==> config.mk <==
export PLATFORM = sky130hd
export DESIGN_NAME = perf_counter_bank
export DESIGN_NICKNAME = d
export VERILOG_FILES = /design/src/rtl/pcb_pkg.sv /design/src/rtl/pcb_slice.sv /design/src/rtl/pcb_status.sv /design/src/rtl/perf_counter_bank.sv
export SDC_FILE = /design/constraint.sdc
export NUM_CORES = 2
export LEC_CHECK = 0
export ABC_CLOCK_PERIOD_IN_PS = 2850
export BUFFER_PORTS_ARGS = -buffer_cell sky130_fd_sc_hd__buf_4
export CAP_MARGIN = 20
export CELL_PAD_IN_SITES_DETAIL_PLACEMENT = 1
export CELL_PAD_IN_SITES_GLOBAL_PLACEMENT = 1
export CORE_MARGIN = 3
export CORE_UTILIZATION = 48
export CTS_CLUSTER_DIAMETER = 60
export DETAILED_ROUTE_END_ITERATION = 8
export PLACE_DENSITY = 0.81
export SETUP_SLACK_MARGIN = 0.2
export SLEW_MARGIN = 20
export SYNTH_ARGS = -nofsm -noshare
export SYNTH_HDL_FRONTEND = slang
export SYNTH_SLANG_ARGS = --single-unit
==> constraint.sdc <==
create_clock -name clk -period 2.85 [get_ports clk]
set_input_delay 0.1425 -clock clk [delete_from_list [all_inputs] [get_ports clk]]
set_output_delay 0.1425 -clock clk [all_outputs]
set_load 0.01 [all_outputs]
==> src/rtl/pcb_pkg.sv <==
package pcb_pkg;
  localparam int BUS_W  = 64;
  localparam int REG_W  = 32;
  localparam int RUN_BIT = 31;
endpackage

==> src/rtl/pcb_slice.sv <==
module pcb_slice #(
  parameter int CW = 32
) (
  input  logic          clk,
  input  logic          rst,
  input  logic          en,
  input  logic          split,
  input  logic          commit,
  input  logic          wr_hi,
  input  logic          wr_lo,
  input  logic [CW-1:0] wdata,
  input  logic          inc_hi,
  input  logic          inc_lo,
  output logic [CW-1:0] view,
  output logic          ovf_hi,
  output logic          ovf_lo
);
  localparam int HW = CW / 2;

  logic [CW-1:0] live_q, hold_q, live_n, hold_n;
  logic          pend_q, run, load;

  assign view = pend_q ? hold_q : live_q;
  assign load = commit && pend_q;
  assign run  = en && !load;

  assign ovf_hi = run && inc_hi && (split ? (&live_q[CW-1:HW]) : (&live_q));
  assign ovf_lo = run && split && inc_lo && (&live_q[HW-1:0]);

  always_comb begin
    live_n = live_q;
    if (load) begin
      live_n = hold_q;
    end else if (run) begin
      if (split) begin
        live_n[CW-1:HW] = live_q[CW-1:HW] + HW'(inc_hi);
        live_n[HW-1:0]  = live_q[HW-1:0] + HW'(inc_lo);
      end else begin
        live_n = live_q + CW'(inc_hi);
      end
    end
  end

  always_comb begin
    if (!split)     hold_n = wdata;
    else if (wr_hi) hold_n = {wdata[HW-1:0], view[HW-1:0]};
    else            hold_n = {view[CW-1:HW], wdata[HW-1:0]};
  end

  always_ff @(posedge clk) begin
    if (rst) begin
      live_q <= '0;
      hold_q <= '0;
      pend_q <= 1'b0;
    end else begin
      live_q <= live_n;
      if (commit) pend_q <= 1'b0;
      if (wr_hi || wr_lo) begin
        hold_q <= hold_n;
        pend_q <= 1'b1;
      end
    end
  end

  // a counter write leaves a pending value behind
  a_r3_write_pends: assert property (@(posedge clk) disable iff (rst)
    (wr_hi || wr_lo) |=> pend_q);
  // commit moves the parked value into the live counter
  a_r4_commit_loads: assert property (@(posedge clk) disable iff (rst)
    load |=> (live_q == $past(hold_q)) && !pend_q);
  // no change while stopped and not committing
  a_r5_frozen: assert property (@(posedge clk) disable iff (rst)
    (!en && !commit) |=> $stable(live_q));
  // upper half only moves on its own event
  a_r7_no_carry: assert property (@(posedge clk) disable iff (rst)
    (run && split && !inc_hi) |=> $stable(live_q[CW-1:HW]));
endmodule

==> src/rtl/pcb_status.sv <==
module pcb_status #(
  parameter int NF = 16
) (
  input  logic          clk,
  input  logic          rst,
  input  logic [NF-1:0] ovf,
  input  logic          rd_clr,
  input  logic          mask_wr,
  input  logic [NF-1:0] mask_d,
  output logic [NF-1:0] stat,
  output logic          irq
);
  logic [NF-1:0] stat_q, mask_q, stat_n, mask_n;
  logic          irq_q;

  assign stat_n = (rd_clr ? '0 : stat_q) | ovf;
  assign mask_n = mask_wr ? mask_d : mask_q;

  always_ff @(posedge clk) begin
    if (rst) begin
      stat_q <= '0;
      mask_q <= '0;
      irq_q  <= 1'b0;
    end else begin
      stat_q <= stat_n;
      mask_q <= mask_n;
      irq_q  <= |(stat_n & mask_n);
    end
  end

  assign stat = stat_q;
  assign irq  = irq_q;

  // every wrap leaves its flag set
  a_r8_flag_sticks: assert property (@(posedge clk) disable iff (rst)
    (ovf != '0) |=> ((stat_q & $past(ovf)) == $past(ovf)));
  // a read with no new wrap empties the flags
  a_r9_read_clears: assert property (@(posedge clk) disable iff (rst)
    (rd_clr && ovf == '0) |=> (stat_q == '0));
  // an empty mask keeps the interrupt low
  a_r10_quiet_mask: assert property (@(posedge clk) disable iff (rst)
    (mask_q == '0 && !mask_wr) |=> !irq_q);
  // interrupt only with a masked flag present
  a_r10_irq_cause: assert property (@(posedge clk) disable iff (rst)
    irq_q |-> ((stat_q & mask_q) != '0));
endmodule

==> src/rtl/perf_counter_bank.sv <==
module perf_counter_bank #(
  parameter  int NCNT = 8,
  parameter  int CW   = 32,
  localparam int AW   = $clog2(2 * NCNT) + 1
) (
  input  logic                      clk,
  input  logic                      rst,
  input  logic                      bus_wr,
  input  logic                      bus_rd,
  input  logic [AW-1:0]             bus_addr,
  input  logic [pcb_pkg::BUS_W-1:0] bus_wdata,
  output logic [pcb_pkg::BUS_W-1:0] bus_rdata,
  input  logic [NCNT-1:0]           evt_inc,
  input  logic [NCNT-1:0]           evt_inc_lo,
  output logic                      perf_irq
);
  import pcb_pkg::*;

  localparam int LW     = $clog2(NCNT);
  localparam int HW     = CW / 2;
  localparam int NF     = 2 * NCNT;
  localparam int A_CTRL = 2 * NCNT;
  localparam int A_STAT = 2 * NCNT + 1;

  logic [REG_W-1:0] wval, rd_val;
  logic             unused_lo;
  logic             is_ctr, lowsel, commit;
  logic [LW-1:0]    phys;
  logic             run_q;
  logic [NCNT-1:0]  split_q;
  logic [CW-1:0]    view [NCNT];
  logic [NCNT-1:0]  ovf_hi, ovf_lo;
  logic [NF-1:0]    stat;

  assign wval      = bus_wdata[BUS_W-1:REG_W];
  assign unused_lo = ^bus_wdata[REG_W-1:0];
  assign is_ctr    = bus_addr < AW'(A_CTRL);
  assign phys      = bus_addr[LW-1:0];
  assign lowsel    = bus_addr[LW];
  assign commit    = bus_wr && bus_addr == AW'(A_CTRL) && wval[RUN_BIT];

  always_ff @(posedge clk) begin
    if (rst) begin
      run_q   <= 1'b0;
      split_q <= '0;
    end else if (bus_wr && bus_addr == AW'(A_CTRL)) begin
      run_q   <= wval[RUN_BIT];
      split_q <= wval[NCNT-1:0];
    end
  end

  for (genvar i = 0; i < NCNT; i++) begin : g_slice
    logic sel;
    assign sel = bus_wr && is_ctr && phys == LW'(i);
    pcb_slice #(.CW(CW)) u_slice (
      .clk    (clk),
      .rst    (rst),
      .en     (run_q),
      .split  (split_q[i]),
      .commit (commit),
      .wr_hi  (sel && !lowsel),
      .wr_lo  (sel && lowsel),
      .wdata  (wval[CW-1:0]),
      .inc_hi (evt_inc[i]),
      .inc_lo (evt_inc_lo[i]),
      .view   (view[i]),
      .ovf_hi (ovf_hi[i]),
      .ovf_lo (ovf_lo[i])
    );
  end

  pcb_status #(.NF(NF)) u_status (
    .clk     (clk),
    .rst     (rst),
    .ovf     ({ovf_lo, ovf_hi}),
    .rd_clr  (bus_rd && bus_addr == AW'(A_STAT)),
    .mask_wr (bus_wr && bus_addr == AW'(A_STAT)),
    .mask_d  (wval[NF-1:0]),
    .stat    (stat),
    .irq     (perf_irq)
  );

  always_comb begin
    rd_val = '0;
    if (is_ctr) begin
      if (!split_q[phys])  rd_val = REG_W'(view[phys]);
      else if (lowsel)     rd_val = REG_W'(view[phys][HW-1:0]);
      else                 rd_val = REG_W'(view[phys][CW-1:HW]);
    end else if (bus_addr == AW'(A_CTRL)) begin
      rd_val[RUN_BIT]   = run_q;
      rd_val[NCNT-1:0]  = split_q;
    end else if (bus_addr == AW'(A_STAT)) begin
      rd_val = REG_W'(stat);
    end
  end

  always_ff @(posedge clk) begin
    if (rst)         bus_rdata <= '0;
    else if (bus_rd) bus_rdata <= {rd_val, {REG_W{1'b0}}};
  end

  // read data is held between reads
  a_r2_rdata_hold: assert property (@(posedge clk) disable iff (rst)
    !bus_rd |=> $stable(bus_rdata));
endmodule

# [After elaboration in Yosys (flattened, before gate mapping)]
# Index checks and enable logic that the tools add are counted.
[word_totals] elab_cells=292 input_bits=89 out_inout_bits=65 regBits=594
[op_classes] n_eq_ne=9 addsub=24 magnitude_cmp=3 bitwise=3 mux=79 n_reduce_logical=144
[ops] op="32-bit 2-to-1 mux" count=52
[ops] op="16-bit by 1-bit adder with 16-bit output" count=16
[ops] op="32-bit by 1-bit adder with 32-bit output" count=8
[ops] op="16-bit AND reduction" count=16
[ops] op="32-bit AND reduction" count=8
[ops] op="32-bit binary-select mux with 3-bit select" count=1
[ops] op="1-bit logical AND" count=85
[ops] op="16-bit 2-to-1 mux" count=4
[ops] op="2-bit nonzero test" count=16
[ops] op="23-bit 2-to-1 mux" count=1
[ops] op="1-bit 2-to-1 mux" count=19
[ops] op="16-bit AND" count=1
[ops] op="16-bit OR" count=1
[ops] op="16-bit OR reduction" count=1
[ops] op="3-bit == test, second input constant" count=4
[ops] op="5-bit == test, second input constant" count=2
[ops] op="1-bit logical NOT" count=9
[ops] op="1-bit logical OR" count=8
[ops] op="8-bit 2-to-1 mux" count=1
[ops] op="3-bit by 2-bit == test with 1-bit output, second input constant" count=2
[ops] op="5-bit less-than comparator, second input constant" count=1
[ops] op="4-bit greater-or-equal comparator, second input constant" count=1
[ops] op="3-bit by 4-bit less-than comparator with 1-bit output, second input constant" count=1
[ops] op="3-bit NOT with 4-bit output" count=1
[ops] op="3 further kinds" count=3

# [Longest topological paths before layout]
[logic_depth] ltp_word=12 depth_mapped=11

# [Cells and area by module]
# A second synthesis with hierarchy kept.
[unflattened] hier_cells=4631 area_unflattened_um2=38012.7
[modules_own_cells] module="pcb_slice at g_slice[1].u_slice ..." instances=5 seq_area_each_um2=1301.2 cells_each=487 area_each_um2=4006.3
[modules_own_cells] module="pcb_slice at g_slice[0].u_slice ..." instances=2 seq_area_each_um2=1301.2 cells_each=507 area_each_um2=4129.0
[modules_own_cells] module="perf_counter_bank" instances=1 seq_area_each_um2=820.8 cells_each=573 area_each_um2=4503.1
[modules_own_cells] module="pcb_slice at g_slice[4].u_slice" instances=1 seq_area_each_um2=1301.2 cells_each=493 area_each_um2=4068.9
[modules_own_cells] module="pcb_status" instances=1 seq_area_each_um2=660.6 cells_each=116 area_each_um2=1151.1

# [Worst setup path before layout]
# OpenSTA, ideal clock, no wires.
[synth_timing] kind="flip-flop to flip-flop" startpoint="register g_slice[3].u_slice.live_q[9]" endpoint="register g_slice[3].u_slice.live_q[30]" arrival_time_ns=2.123 t_required_ns=2.771 synth_period_minus_slack_ns=2.202 stages_incl_launch_ff=8 setup_slack_ns=0.648 path_cell_list="dfxtp_1 nand4_2 or4_4 nor4_4 o21ai_2 or3_1 xor2_1 a211oi_2"
[synth_via] elab_chain_cells=4
[synth_lines] item="start: declaration" line_no="pcb_slice.sv:20" rtl="logic [CW-1:0] live_q, hold_q, live_n, hold_n;"
[synth_lines] item="start signal: assignment" line_no="pcb_slice.sv:56" rtl="live_q <= live_n;"
[synth_lines] item="32-bit by 1-bit adder with 32-bit output" line_no="pcb_slice.sv:39" rtl="live_n = live_q + CW'(inc_hi);"
[synth_lines] item="32-bit 2-to-1 mux" line_no="pcb_slice.sv:35" rtl="if (split) begin"
[synth_lines] item="32-bit 2-to-1 mux" line_no="pcb_slice.sv:34" rtl="end else if (run) begin"
[synth_lines] item="32-bit 2-to-1 mux" line_no="pcb_slice.sv:32" rtl="if (load) begin"
# Every way passes these cells. The select of a mux whose other input is x is not followed.
# A chain may end at the register's enable or synchronous reset.

# [Worst setup path after layout]
[layout_timing] startpoint="register run_q" endpoint="register u_status.irq_q, in the netlist u_status.irq"
[layout_via] elab_chain_cells=7 word_cells_on_any_way=51 classes_between="bitwise: 2; reduce/logical: 49"
[layout_lines] item="start: declaration" line_no="perf_counter_bank.sv:29" rtl="logic run_q;"
[layout_lines] item="start signal: assignment" line_no="perf_counter_bank.sv:47" rtl="run_q <= wval[RUN_BIT];"
[layout_lines] item="1-bit logical AND" line_no="pcb_slice.sv:25" rtl="assign run = en && !load;"
[layout_lines] item="1-bit logical AND (3 in series)" line_no="pcb_slice.sv:28" rtl="assign ovf_lo = run && split && inc_lo && (&live_q[HW-1:0]);"
[layout_lines] item="16-bit OR (*)" line_no="pcb_status.sv:16" rtl="assign stat_n = (rd_clr ? '0 : stat_q) | ovf;"
[layout_lines] item="16-bit AND (*)" line_no="pcb_status.sv:27" rtl="irq_q <= |(stat_n & mask_n);"
[layout_lines] item="16-bit OR reduction (*)" line_no="pcb_status.sv:27"
[layout_lines] item="end signal: assignment" line_no="pcb_status.sv:27"
[layout_lines] item="end: declaration" line_no="pcb_status.sv:14" rtl="logic irq_q;"
# Mark *: on every way between the ends. The rest lies on a longest branch, timed or not.

==> results_tabular.tex <==
\begin{tabular}{lr}
\hline
Metric & Value \\
\hline
\multicolumn{2}{l}{\textbf{Logic synthesis}} \\
Synthesized flop and latch total & 594 \\
Area of the mapped netlist & roughly 35000 um\^{}2 \\
Most instantiated library cell after synthesis & dfxtp\_1 \\
Dominant register cell in the synthesized netlist & dfxtp\_1 \\
Top cell types by occurrence after synthesis & dfxtp\_1 (594), nor2\_1 (593), a211oi\_1 (437) \\
Distinct cells, synth & 90 \\
Share of flip-flops with an asynchronous set or reset after synthesis & 0\% \\
Synthesized instance count & roughly 4200 \\
Largest cells by area after synthesis & dfxtp\_1 (34\%), a211oi\_1 (9.3\%), mux2i\_1 (8.6\%) \\
Sequential share of the synthesized area & between 30\% and 40\% \\
Number of enable flip-flop cells after synthesis & 0 \\
Leading area contributor after synthesis & dfxtp\_1 \\
Total of warnings raised by yosys & 0 \\
Yosys top cell area share & 33.7\% \\
Mean post-synth cell area & between 8 and 9 um\^{}2 \\
\multicolumn{2}{l}{\textbf{Worst setup path}} \\
Launching point of the worst reg2reg path & run\_q \\
Element type at the critical path start & register \\
Largest stage delay, worst path & around 0.76 ns \\
Capture point of the worst reg-to-reg path & u\_status.irq \\
Termination of the worst setup path & u\_status.irq \\
Critical Path Slowest Stage Cell & o41ai\_1 \\
Cell depth of the worst flop-to-flop path & 7 \\
Category of the most critical setup path & register to register \\
Critical path arrival & 3.19 ns \\
Required time of the critical path & 3.41 ns \\
Worst setup path startpoint & run\_q \\
Nature of the critical path endpoint & register \\
Cells traversed along the worst timing path & and3\_1, nand3\_1, or3\_1, o41ai\_1, nor2b\_1, nor3\_1, a41oi\_1 \\
Maximum fanout encountered on the critical timing path & 6 \\
Minimum setup slack among reg-to-reg paths & 0.22 ns \\
\multicolumn{2}{l}{\textbf{STA}} \\
Endpoints failing hold & 0 \\
Final Worst Setup Slack & between 0.2 and 0.25 ns \\
Total of endpoints with negative setup slack in the final report & 0 \\
Setup repair after global routing missed its margin & yes \\
Final Cycle Share & 92.1\% \\
Pins Over Slew Limit & 0 \\
Shortest period the worst path allows & 2.63 ns \\
Worst-case clock skew & $\sim$0.022 ns \\
Transition time at the pin with the least slew margin & 1.12 ns \\
Relative slew margins & 25.3\% \\
Summed negative setup slack over all endpoints & 0 ns \\
Fmax & 0.381 GHz \\
\multicolumn{2}{l}{\textbf{Drt}} \\
Violation count after the first detailed-route iteration & 3810 \\
Antenna violation net count after detailed routing & 0 \\
Vias & 35000 \\
Final WL & between 100000 and 150000 um \\
Number of remaining DRC errors & 0 \\
Number of iterations in the first detailed-routing pass & 6 \\
DR WL/cell & $\sim$28 um \\
Vias per cell & 6.62 \\
\multicolumn{2}{l}{\textbf{Global route}} \\
Via count of the first global-routing pass & between 30000 and 40000 \\
Leftover overflow at the end of global routing & 0 \\
Antenna violations before repair & 1 \\
Maximum number of pins on one net before global-route repair & 117 \\
Wire length of the first global-routing pass & about 220000 um \\
GRT Resource Usage Total & 37.0\% \\
\multicolumn{2}{l}{\textbf{Die}} \\
I/O pin count & about 150 \\
Standard cell core area & roughly 72000 um\^{}2 \\
Floorplan die height & 277 um \\
Count of standard-cell rows & 98 \\
Die outline area & just under 80000 um\^{}2 \\
Chip width & 277 um \\
Starting density of the core & 48.9\% \\
\multicolumn{2}{l}{\textbf{CTS}} \\
CTS tree & done \\
Clock Pin Slew Worst Setup and Hold Paths & about 0.060 ns \\
Number of buffers created by CTS & 72 \\
Skew-Pair Late Insertion Delay & $\sim$0.64 ns \\
Deepest clock path buffer count & 3 \\
Number of H-tree branching levels & 3 \\
Total clock sinks & between 500 and 600 \\
Clock root cell & clkbuf\_16 \\
\multicolumn{2}{l}{\textbf{Outcome}} \\
Status & finished clean \\
\multicolumn{2}{l}{\textbf{Finish}} \\
Final net count & 4422 \\
Growth of design area from synthesis to finish & 15.1\% \\
Layout cell share with drive strength beyond 1 & about 16\% \\
Post-layout utilization of the core & 56.3\% \\
Number of fillers in the final layout & 8411 \\
\multicolumn{2}{l}{\textbf{Power}} \\
Pleak & approximately 14 nW \\
Worst-case vdd ir drop & 500 uV \\
Power per cell area & $\sim$480 nW/um\^{}2 \\
\multicolumn{2}{l}{\textbf{Place}} \\
Worst setup timing slack at the placement stage & about 0.19 ns \\
Routability cong. & approximately 0.95 \\
I/O Buffers & a little under 90 \\
Placed wire-length estimate & 103000 um \\
\multicolumn{2}{l}{\textbf{Worst hold path}} \\
Type of the most critical hold path & input pin to register \\
\multicolumn{2}{l}{\textbf{Flow run}} \\
Count of max-cap constraint violations & 0 \\
\hline
\end{tabular}
==> worst min-delay path by stage <==
stage                     slack [ns]                     startpoint  cells past startpoint                            end
after floorplan                 0.31                  bus_wdata[32]                      2             u_status.mask_q[0]
after global placement          0.45   g_slice[4].u_slice.hold_q[4]                      2   g_slice[4].u_slice.hold_q[4]
after detailed placement        0.46  g_slice[1].u_slice.hold_q[15]                      2  g_slice[1].u_slice.hold_q[15]
after CTS                       0.04                  bus_wdata[32]                      4   g_slice[4].u_slice.hold_q[0]
after global routing            0.06                  bus_wdata[32]                      4                     split_q[0]
final                           0.07                     evt_inc[3]                      6               u_status.stat[3]
==> cell families (layout without fill, tap and decap cells) <==
group / count (synthesis) / count (layout) / share of synthesized area [%]
compound gates: 1080 / 1080 / 20.8
xor+xnor: 212 / 212 / 5.26
fa+ha+maj: 48 / 48 / 1.70
buf+inv: 430 / 533 / 5.44
flops: 594 / 594 / 33.7
mux: 448 / 448 / 14.8
other cells: 1 / 33 / 0.0106
simple gates: 1394 / 1394 / 18.4
==> power by group <==
group	internal (W)	switching [W]
Combinational	0.000466	0.000991
Clock	0.00555	0.00399
Sequential	0.00839	0.0000851
==> critical path, delay by kind of cell, from the launching register on <==
family	cells	cell delay, ns
and+or+nand+nor	5	1.22
AOI/OAI and AO/OA	2	0.90
DFF	1	0.43
==> metal layers <==
metal / global-route usage (%) / up-vias / wire length [um]
met5: 0 / - / 0
met4: 22.4 / 0 / 10400
met3: 7.71 / 515 / 13100
met2: 56.4 / 1699 / 64900
met1: 48.0 / 17300 / 59800
li1: - / 15500 / -
==> per-stage QoR <==
stage               power, W  hold slack [ns]  cells  instance area [um^2]
finish                0.0195           0.0659   5292                 40700
global route          0.0199           0.0641   5292                 40700
CTS                   0.0194           0.0376   5268                 40400
detailed placement   0.00999            0.464   5103                 37600
global placement     0.00996            0.454   5103                 37600
floorplan            0.00940            0.310   4238                 35400
==> sequential cells by signal (all words and copies together), names as in the netlist <==
register	count
g_slice.u_slice.hold_q	256
u_status.mask_q	16
u_status.stat	16
run_q	1
g_slice.u_slice.live_q	256
split_q	8
g_slice.u_slice.pend_q	8
u_status.irq	1
bus_rdata	32
==> repair_timing <==
action                                  4_1_cts  5_1_grt
setup buffers                                 2       22
gates resized for setup                       2       36
hold endpoints to repair                    164        0
gates cloned                                  0        1
endpoints found under the setup margin        3       66
hold buffers                                 33        0
pin swaps                                     1       13
==> cell usage in the layout (no fill, tap or decap), drive strengths merged, types with 26 or more instances in the layout <==
cell type    count
nor2           594
dfxtp          594
a211oi         441
nand2          339
a21oi          338
buf            335
mux2i          304
xor2           119
nand3          109
clkbuf         106
mux2            93
xnor2           93
nand4           83
a22oi           73
o211ai          60
mux4            51
o21ai           51
nor2b           50
ha              48
nor3            45
inv             37
dlygate4sd3     33
conb            32
and2            32
nor4            32
and3            26
==> final cells by class <==
cell class,count,area (um^2),area share (%)
multi-input cells,3214,21800,53.6
flip-flops and latches,594,11900,29.3
repair buffers,369,3230,7.95
clock buffers,105,2120,5.20
well taps,950,1190,2.92
clock inverters,25,292,0.717
inverters,34,131,0.323
diodes,1,2.50,0.00615
No activity file was read; power rests on OpenSTA's default activity.
